**src/rtl/rqgt_pkg.sv**
```systemverilog
package rqgt_pkg;
  typedef enum logic [2:0] {
    TS_IDLE = 3'd0,
    TS_T1   = 3'd1,
    TS_T2   = 3'd2,
    TS_T3   = 3'd3,
    TS_TW   = 3'd4,
    TS_T4   = 3'd5
  } tstate_e;

  typedef enum logic [1:0] {
    ARB_OWN  = 2'd0,
    ARB_HOLD = 2'd1,
    ARB_DEAD = 2'd2
  } arb_e;
endpackage

```
**src/rtl/rqgt_req_capture.sv**
```systemverilog
// Per-channel pending request and "arrived late in the cycle" flags.
module rqgt_req_capture #(
  parameter int NCH = 2
) (
  input  logic           clk,
  input  logic           rst_n,
  input  logic [NCH-1:0] req_seen,
  input  logic [NCH-1:0] clr,
  input  logic           in_late_phase,
  input  logic           cyc_end,
  output logic [NCH-1:0] pend,
  output logic [NCH-1:0] late
);
  for (genvar c = 0; c < NCH; c++) begin : g_ch
    logic pend_d, late_d;

    always_comb begin
      pend_d = pend[c];
      late_d = late[c];
      if (clr[c]) begin
        pend_d = 1'b0;
        late_d = 1'b0;
      end else if (req_seen[c] && !pend[c]) begin
        pend_d = 1'b1;
        late_d = in_late_phase;
      end else if (cyc_end) begin
        late_d = 1'b0;
      end
    end

    always_ff @(posedge clk or negedge rst_n) begin
      if (!rst_n) begin
        pend[c] <= 1'b0;
        late[c] <= 1'b0;
      end else begin
        pend[c] <= pend_d;
        late[c] <= late_d;
      end
    end
  end
endmodule

```
**src/rtl/rqgt_prio_pick.sv**
```systemverilog
// Fixed priority: lowest index wins.
module rqgt_prio_pick #(
  parameter int NCH = 2,
  parameter int CW  = 1
) (
  input  logic [NCH-1:0] elig,
  output logic [NCH-1:0] pick,
  output logic [CW-1:0]  pick_idx
);
  always_comb begin
    pick     = '0;
    pick_idx = '0;
    for (int i = 0; i < NCH; i++) begin
      if (elig[i] && (pick == '0)) begin
        pick[i]  = 1'b1;
        pick_idx = CW'(i);
      end
    end
  end
endmodule

```
**src/rtl/rqgt_arbiter.sv**
```systemverilog
module rqgt_arbiter #(
  parameter int NCH = 2,
  localparam int CW = (NCH > 1) ? $clog2(NCH) : 1
) (
  input  logic           clk,
  input  logic           rst_n,
  input  logic [2:0]     tstate_i,
  input  logic           lock_i,
  input  logic           inta_first_i,
  input  logic           odd_low_i,
  input  logic [NCH-1:0] rg_in_n,
  output logic [NCH-1:0] rg_out_n,
  output logic [NCH-1:0] rg_oe,
  output logic           hold_ack_o,
  output logic [CW-1:0]  hold_chan_o
);
  import rqgt_pkg::*;

  arb_e            state_q, state_d;
  logic [CW-1:0]   hold_chan_q, hold_chan_d;
  logic [NCH-1:0]  pend, late, elig, pick, cap_mask, req_seen, grant_vec;
  logic [CW-1:0]   pick_idx;
  logic            ts_open, ts_end, ts_late;
  logic            allow_open, allow_end, grant_now, rel_now;

  // T-state decode
  assign ts_open = (tstate_i == TS_IDLE) || (tstate_i == TS_T1);
  assign ts_end  = (tstate_i == TS_T4);
  assign ts_late = (tstate_i == TS_T3) || (tstate_i == TS_TW);

  assign allow_open = ts_open && !lock_i;
  assign allow_end  = ts_end && !lock_i && !inta_first_i && !odd_low_i;

  // Which channels may register a request this clock
  for (genvar c = 0; c < NCH; c++) begin : g_mask
    always_comb begin
      if (state_q == ARB_HOLD) cap_mask[c] = (CW'(c) < hold_chan_q);
      else                     cap_mask[c] = 1'b1;
    end
  end
  assign req_seen = ~rg_in_n & cap_mask;

  rqgt_req_capture #(.NCH(NCH)) u_cap (
    .clk           (clk),
    .rst_n         (rst_n),
    .req_seen      (req_seen),
    .clr           (grant_vec),
    .in_late_phase (ts_late),
    .cyc_end       (ts_end),
    .pend          (pend),
    .late          (late)
  );

  assign elig = ts_end ? (pend & ~late) : pend;

  rqgt_prio_pick #(.NCH(NCH), .CW(CW)) u_pick (
    .elig     (elig),
    .pick     (pick),
    .pick_idx (pick_idx)
  );

  assign grant_now = (state_q == ARB_OWN) && (allow_open || allow_end) && (|elig);
  assign grant_vec = grant_now ? pick : '0;
  assign rel_now   = (state_q == ARB_HOLD) && !rg_in_n[hold_chan_q];

  // Next-state logic
  always_comb begin
    state_d     = state_q;
    hold_chan_d = hold_chan_q;
    unique case (state_q)
      ARB_OWN: if (grant_now) begin
        state_d     = ARB_HOLD;
        hold_chan_d = pick_idx;
      end
      ARB_HOLD: if (rel_now) state_d = ARB_DEAD;
      ARB_DEAD: state_d = ARB_OWN;
      default:  state_d = ARB_OWN;
    endcase
  end

  always_ff @(posedge clk or negedge rst_n) begin
    if (!rst_n) begin
      state_q     <= ARB_OWN;
      hold_chan_q <= '0;
    end else begin
      state_q     <= state_d;
      hold_chan_q <= hold_chan_d;
    end
  end

  assign rg_oe       = grant_vec;
  assign rg_out_n    = ~grant_vec;
  assign hold_ack_o  = (state_q == ARB_HOLD);
  assign hold_chan_o = hold_chan_q;
endmodule

```
**config.mk**
```make
export PLATFORM = sky130hd
export DESIGN_NAME = rqgt_arbiter
export DESIGN_NICKNAME = d
export VERILOG_FILES = /design/src/rtl/rqgt_pkg.sv /design/src/rtl/rqgt_req_capture.sv /design/src/rtl/rqgt_prio_pick.sv /design/src/rtl/rqgt_arbiter.sv
export SDC_FILE = /design/constraint.sdc
export NUM_CORES = 1
export LEC_CHECK = 0
export BUFFER_PORTS_ARGS = -buffer_cell sky130_fd_sc_hd__buf_2
export CORE_AREA = 2 2 39 41
export CTS_BUF_LIST = sky130_fd_sc_hd__clkbuf_8
export CTS_CLUSTER_DIAMETER = 50
export DETAILED_ROUTE_END_ITERATION = 8
export DIE_AREA = 0 0 41 43
export PLACE_DENSITY_LB_ADDON = 0.05
export SLEW_MARGIN = 15
export SYNTH_ARGS = -nofsm -noshare
export SYNTH_HDL_FRONTEND = slang
export SYNTH_SLANG_ARGS = --single-unit
```
**constraint.sdc**
```tcl
create_clock -name clk -period 2.65 [get_ports clk]
set_clock_uncertainty 0.05 [all_clocks]
set_input_delay 0 -clock clk [delete_from_list [all_inputs] [get_ports clk]]
set_output_delay 0 -clock clk [all_outputs]
set_load 0.01 [all_outputs]
```
======== After elaboration in Yosys (flattened, before gate mapping) ========
Cells that the tools add are included.
W data, S select, Z words.
storage, ports and cells
  flip-flop bits (word level) ............. 7
  input port bits ......................... 10
operators by class
  magnitude comparators ................... 3
  equality and inequality tests ........... 7
  multiplexer cells ....................... 20
  bitwise operators ....................... 6
  reductions and logical operators ........ 28
operators by type and width
  cell                  count
  $mux W1               15
  $logic_and A1 B1 Y1   10
  $mux W2               4
  $eq A3 B3 Y1 const B  2
  $logic_not A1 Y1      6
  $not A2 Y2            3
  $reduce_bool A3 Y1    2
  $and A2 B2 Y2         2
  $pmux W2 S2           1
  $reduce_and A2 Y1     2
  $reduce_bool A2 Y1    2
  $eq A3 B1 Y1 const B  1
  $eq A3 B2 Y1 const B  1
  $logic_not A3 Y1      1
  $logic_or A1 B1 Y1    3
  $eq A2 B1 Y1 const B  1
  $logic_not A2 Y1      1
  $lt A1 B1 Y1 const A  2
  $lt A1 B2 Y1 const B  1
  $ne A2 B1 Y1 const B  1
  $ne A2 B2 Y1 const B  1
  $reduce_or A2 Y1      1
  $not A1 Y1            1

======== Longest topological paths before layout ========
  depth after elaboration ................. 9
  depth in mapped cells ................... 5
  depth with buffers taken out ............ 5

======== Modules after synthesis ========
Synthesis repeated with hierarchy kept, for this count alone.
second synthesis, totals
  cell total of the unflattened synthesis .. 45
  area, all modules ....................... 447.9 µm²
modules (own cells, without submodules)
  module            instances  cells an instance  area an instance (µm²)  seq. area each (µm²)
  rqgt_arbiter      1          26                 249.0                   75.1
  rqgt_req_capture  1          16                 170.2                   100.1
  rqgt_prio_pick    1          3                  28.8                    0.0

======== Worst setup path after synthesis ========
No wires, ideal clock.
  kind .................................... reg2reg
  start ................................... register state_q[0]
  end ..................................... register u_cap.pend[0]
  setup time .............................. 0.131 ns
  arrival time ............................ 1.167 ns
  data required time ...................... 2.469 ns
  setup slack ............................. 1.302 ns
  cell stages (with the launch flop) ...... 6
  path through ............................ dfrtp_1 nor4_1 o21ai_1 or2_4 inv_2 a21oi_1
between the ends
  longest elaborated chain between the ends .. 5
  elaborated cells on any way between the ends .. 10
  classes of those cells .................. eq/ne (1); mux (3); bitwise (1); reduce/logical (5)
RTL lines
  what                               RTL line                RTL
  from (decl)                        rqgt_arbiter.sv:19      arb_e state_q, state_d;
  from (signal assigned)             rqgt_arbiter.sv:86      state_q <= state_d;
  $logic_not A2 Y1                   rqgt_arbiter.sv:62      assign grant_now = (state_q == ARB_OWN) && (allow_open || allow_end) && (|elig);
  $logic_and A1 B1 Y1 (2 in series)  rqgt_arbiter.sv:62
  $mux W2                            rqgt_arbiter.sv:63      assign grant_vec = grant_now ? pick : '0;
  $mux W1                            rqgt_req_capture.sv:20  if (clr[c]) begin
  named net u_cap.g_ch[0].pend_d     rqgt_req_capture.sv:15  logic pend_d, late_d;
  to (signal, indexed assignment)    rqgt_req_capture.sv:36  pend[c] <= pend_d;
  to (decl)                          rqgt_req_capture.sv:11  output logic [NCH-1:0] pend,
The timed path passes the listed nets, and every way through them passes these cells.
A chain may end at the register's enable or synchronous reset.

======== Worst setup path after layout ========
  start ................................... register state_q[0]
  end ..................................... output port rg_out_n[1]
between the ends
  longest elaborated chain between the ends .. 5
RTL lines
  what                               RTL line            RTL
  $logic_not A2 Y1                   rqgt_arbiter.sv:62
  $logic_and A1 B1 Y1 (2 in series)  rqgt_arbiter.sv:62
  $mux W2                            rqgt_arbiter.sv:63
  $not A2 Y2                         rqgt_arbiter.sv:92  assign rg_out_n = ~grant_vec;
  to (decl)                          rqgt_arbiter.sv:12  output logic [NCH-1:0] rg_out_n,
No other way between the ends.

==> impl_metrics.toml <==
[final_layout]
finalInstanceArea_um2 = 549
final_cell_mix = "15 x sky130_fd_sc_hd__buf_2, 7 x sky130_fd_sc_hd__dfrtp_1, 5 x sky130_fd_sc_hd__nor2_1"
fillers = 146
layout.cells.most_common = "sky130_fd_sc_hd__buf_2"
areaGrowthSynthToFinish_pct = 32.6
finish.cell_count_without_fillers = 76
antenna-diode-count = 0
design.final.nets = 71
fin_util_pct = 39.7
layout-drive-gt1-share_pct = 41.7

[cts]
tritoncts.num_buffers = 3
cts_buffer_depth = 2
cts_htree_levels = 1
clk_pin_slew_worst_paths_ps = 40
tritoncts = "yes"
post_cts_resized = 0
clk-insertion-delay-late_ps = 220
cts.sink_count = 7
cts-root-buf = "sky130_fd_sc_hd__clkbuf_8"

[power]
vdd.ir_drop.worst_v = 0.000336
share_clk_of_total_power_pct = 31.8
power-per-cell-area_mw_per_mm2 = 815
switching_share_pct = 30.9
power.net_switching_w = 0.000138
cellInternalPower_w = 0.000309
overall_power_of_the_completed_layout_w = 0.000447
static-leakage-power_nw = 0.293
power.sequential.fraction_pct = 36.7
combPwrFrac_pct = 31.6

[grt]
grt_start_max_net_pins = 8
wire_length_of_the_first_global_routing_pass_mm = 1.59
global_route.overflow_total = 0
gr_usage_total_pct = 13.8
antenna_found_initial = 0
first_global_vias = 374

[route]
detail_route.drc_violations = 0
num_vias = 361
number_of_antenna_violating_nets_in_the_routed_design = 0
drt_first_iter_violations = 8
drt_pre_antenna_iters = 4
avgRoutedWirePerCell_um = 12.2
detail_route.vias_per_cell = 4.75
detail_route.wirelength_um = 925

[yosys]
postSynthNetCount = 52
synth_seq_area_share_pct = 42.3
yosys_register_bits = 7
syn_inst = 42
synth.avg_cell_area_um2 = 9.86
post_synth_num_cell_types = 22
yosysWarningCount = 0
synth_area_um2 = 414

[placed_design]
gp_congestion = 0.824
dp.final_hpwl_um = 755
placedInstanceArea_um2 = 494
buffer_ports.inserted = 15
place_inst = 71

[critical_path]
cp_max_fo = 4
critical_path.reg2reg.startpoint = "state_q[0]$_DFFE_PN0P_"
critPathArrivalTime_ps = 1540
startpoint_type = "flip-flop"
endpoint_kind = "output port"
startpoint = "state_q[0]$_DFFE_PN0P_"
class_of_the_most_critical_setup_path = "flip-flop to output port"
crit_required_ps = 2600

[outcome]
outcome = "complete, no violations"

[min_path]
holdCritStartpoint = "rg_in_n[1]"
min-delay-path-class = "primary input to flip-flop"

[sta]
timing.slew.headroom_pct = 71.6
finalSetupViolCount = 0
max_fclk_mhz = 628
max_slew.worst_pin.slew_ps = 424
period_minus_slack_ps = 1590
fin_tns_setup_ps = 0
timing.final.crit_share_pct = 60.1
report.final.slew_viol_count = 0
grt_setup_unrepaired = "false"
hold_viol_final = 0

[floorplanning]
io_pins = 16
initial_utilization_pct = 29.9
design.core.area_mm2 = 0.00138
die_area_mm2 = 0.00176
fp.dieW_um = 41
core.rowCount = 14
fp.dieH_um = 43

[run]
maxCapViolCount = 0
## final timing paths
kind                                             endpoint  slack (ps)  cells past startpoint
worst max-delay path                          rg_out_n[1]        1060                      5
worst min-delay path            u_cap.pend[1]$_DFFE_PN0P_          50                      4
worst max register to register  u_cap.pend[0]$_DFFE_PN0P_        1240                      5
worst min register to register  u_cap.pend[1]$_DFFE_PN0P_         470                      2
max in group asynchronous       u_cap.pend[1]$_DFFE_PN0P_        2290                      2
min in group asynchronous          state_q[1]$_DFFE_PN0P_         100                      2
## per-layer routing
layer / vias up / track usage (%) / routed length, um
met2: 14 / 20.3 / 446
li1: 178 / - / -
met5: - / 0 / 0
met4: 0 / 6.00 / 0
met3: 0 / 4.71 / 79
met1: 169 / 17.5 / 399
## state kept, by name, summed over array words and instances (netlist names)
name and flops:
state_q 2, u_cap.late 2, u_cap.pend 2, hold_chan_o 1
## cell families (layout without fill, tap and decap cells)
logic type | count (synthesis) | after routing | share of synthesized area, %
multiplexers | 3 | 3 | 7.25
AND/OR/NAND/NOR | 16 | 16 | 28.4
flip-flops | 7 | 7 | 42.3
buffers and inverters | 7 | 25 | 8.16
AO/OA/AOI/OAI | 9 | 9 | 13.9
## through the flow
stage	hold slack [ps]	setup slack, ps
after global routing	74.1	877
after global placement	-210	1270
final	46.2	1060
after detailed placement	-205	1230
after floorplan	-346	1300
after CTS	42.9	1030
## critical path: stages, from the launching register on
cell and delay [ps]:
sky130_fd_sc_hd__dfrtp_1 370, sky130_fd_sc_hd__nor4_1 250, sky130_fd_sc_hd__o21ai_1 200, sky130_fd_sc_hd__nor3b_4 300, sky130_fd_sc_hd__inv_1 50, sky130_fd_sc_hd__buf_2 140
## power groups by stage
stage	Sequential, W	Clock (W)	Combinational (W)
floorplan	0.000163	0	0.000100
global placement	0.000162	0	0.000141
detailed placement	0.000165	0	0.000142
CTS	0.000164	0.000148	0.000145
global route	0.000169	0.000158	0.000159
finish	0.000164	0.000142	0.000141
## cell type report
cell class                 instances  area (um2)  share of cell area, %
inverter                           5        18.8                   3.42
sequential                         7         175                   31.9
tap                               16        20.0                   3.64
clock buffer                       3        41.3                   7.52
clock inverter                     1        3.75                  0.683
multi-input combinational         28         205                   37.4
timing repair buffer              16        85.1                   15.5
## cell usage after synthesis
master	number	area [um2]
sky130_fd_sc_hd__nor4_1	1	6.26
sky130_fd_sc_hd__buf_4	2	15.0
sky130_fd_sc_hd__nand3b_1	1	7.51
sky130_fd_sc_hd__nor2_1	5	18.8
sky130_fd_sc_hd__inv_2	2	7.51
sky130_fd_sc_hd__a21oi_1	1	5.00
sky130_fd_sc_hd__nor3_2	2	20.0
sky130_fd_sc_hd__nand2b_1	1	6.26
sky130_fd_sc_hd__nor3b_4	1	18.8
sky130_fd_sc_hd__dfrtp_1	7	175
sky130_fd_sc_hd__o21ai_1	2	10.0
sky130_fd_sc_hd__a21o_1	2	15.0
sky130_fd_sc_hd__nor3_1	1	5.00
sky130_fd_sc_hd__or2_4	1	8.76
sky130_fd_sc_hd__and3b_4	1	12.5
sky130_fd_sc_hd__o21a_1	1	7.51
sky130_fd_sc_hd__inv_1	3	11.3
sky130_fd_sc_hd__and2_1	1	6.26
sky130_fd_sc_hd__o21ai_0	2	10.0
sky130_fd_sc_hd__a21bo_1	1	10.0
sky130_fd_sc_hd__nor3b_1	1	7.51
sky130_fd_sc_hd__mux2i_1	3	30.0
## timing repair
action / 4_1_cts / 5_1_grt
hold endpoints to repair: 7 / 0
setup buffers: 0 / 0
hold buffers: 1 / 0
No activity file was read; power rests on OpenSTA's default activity.
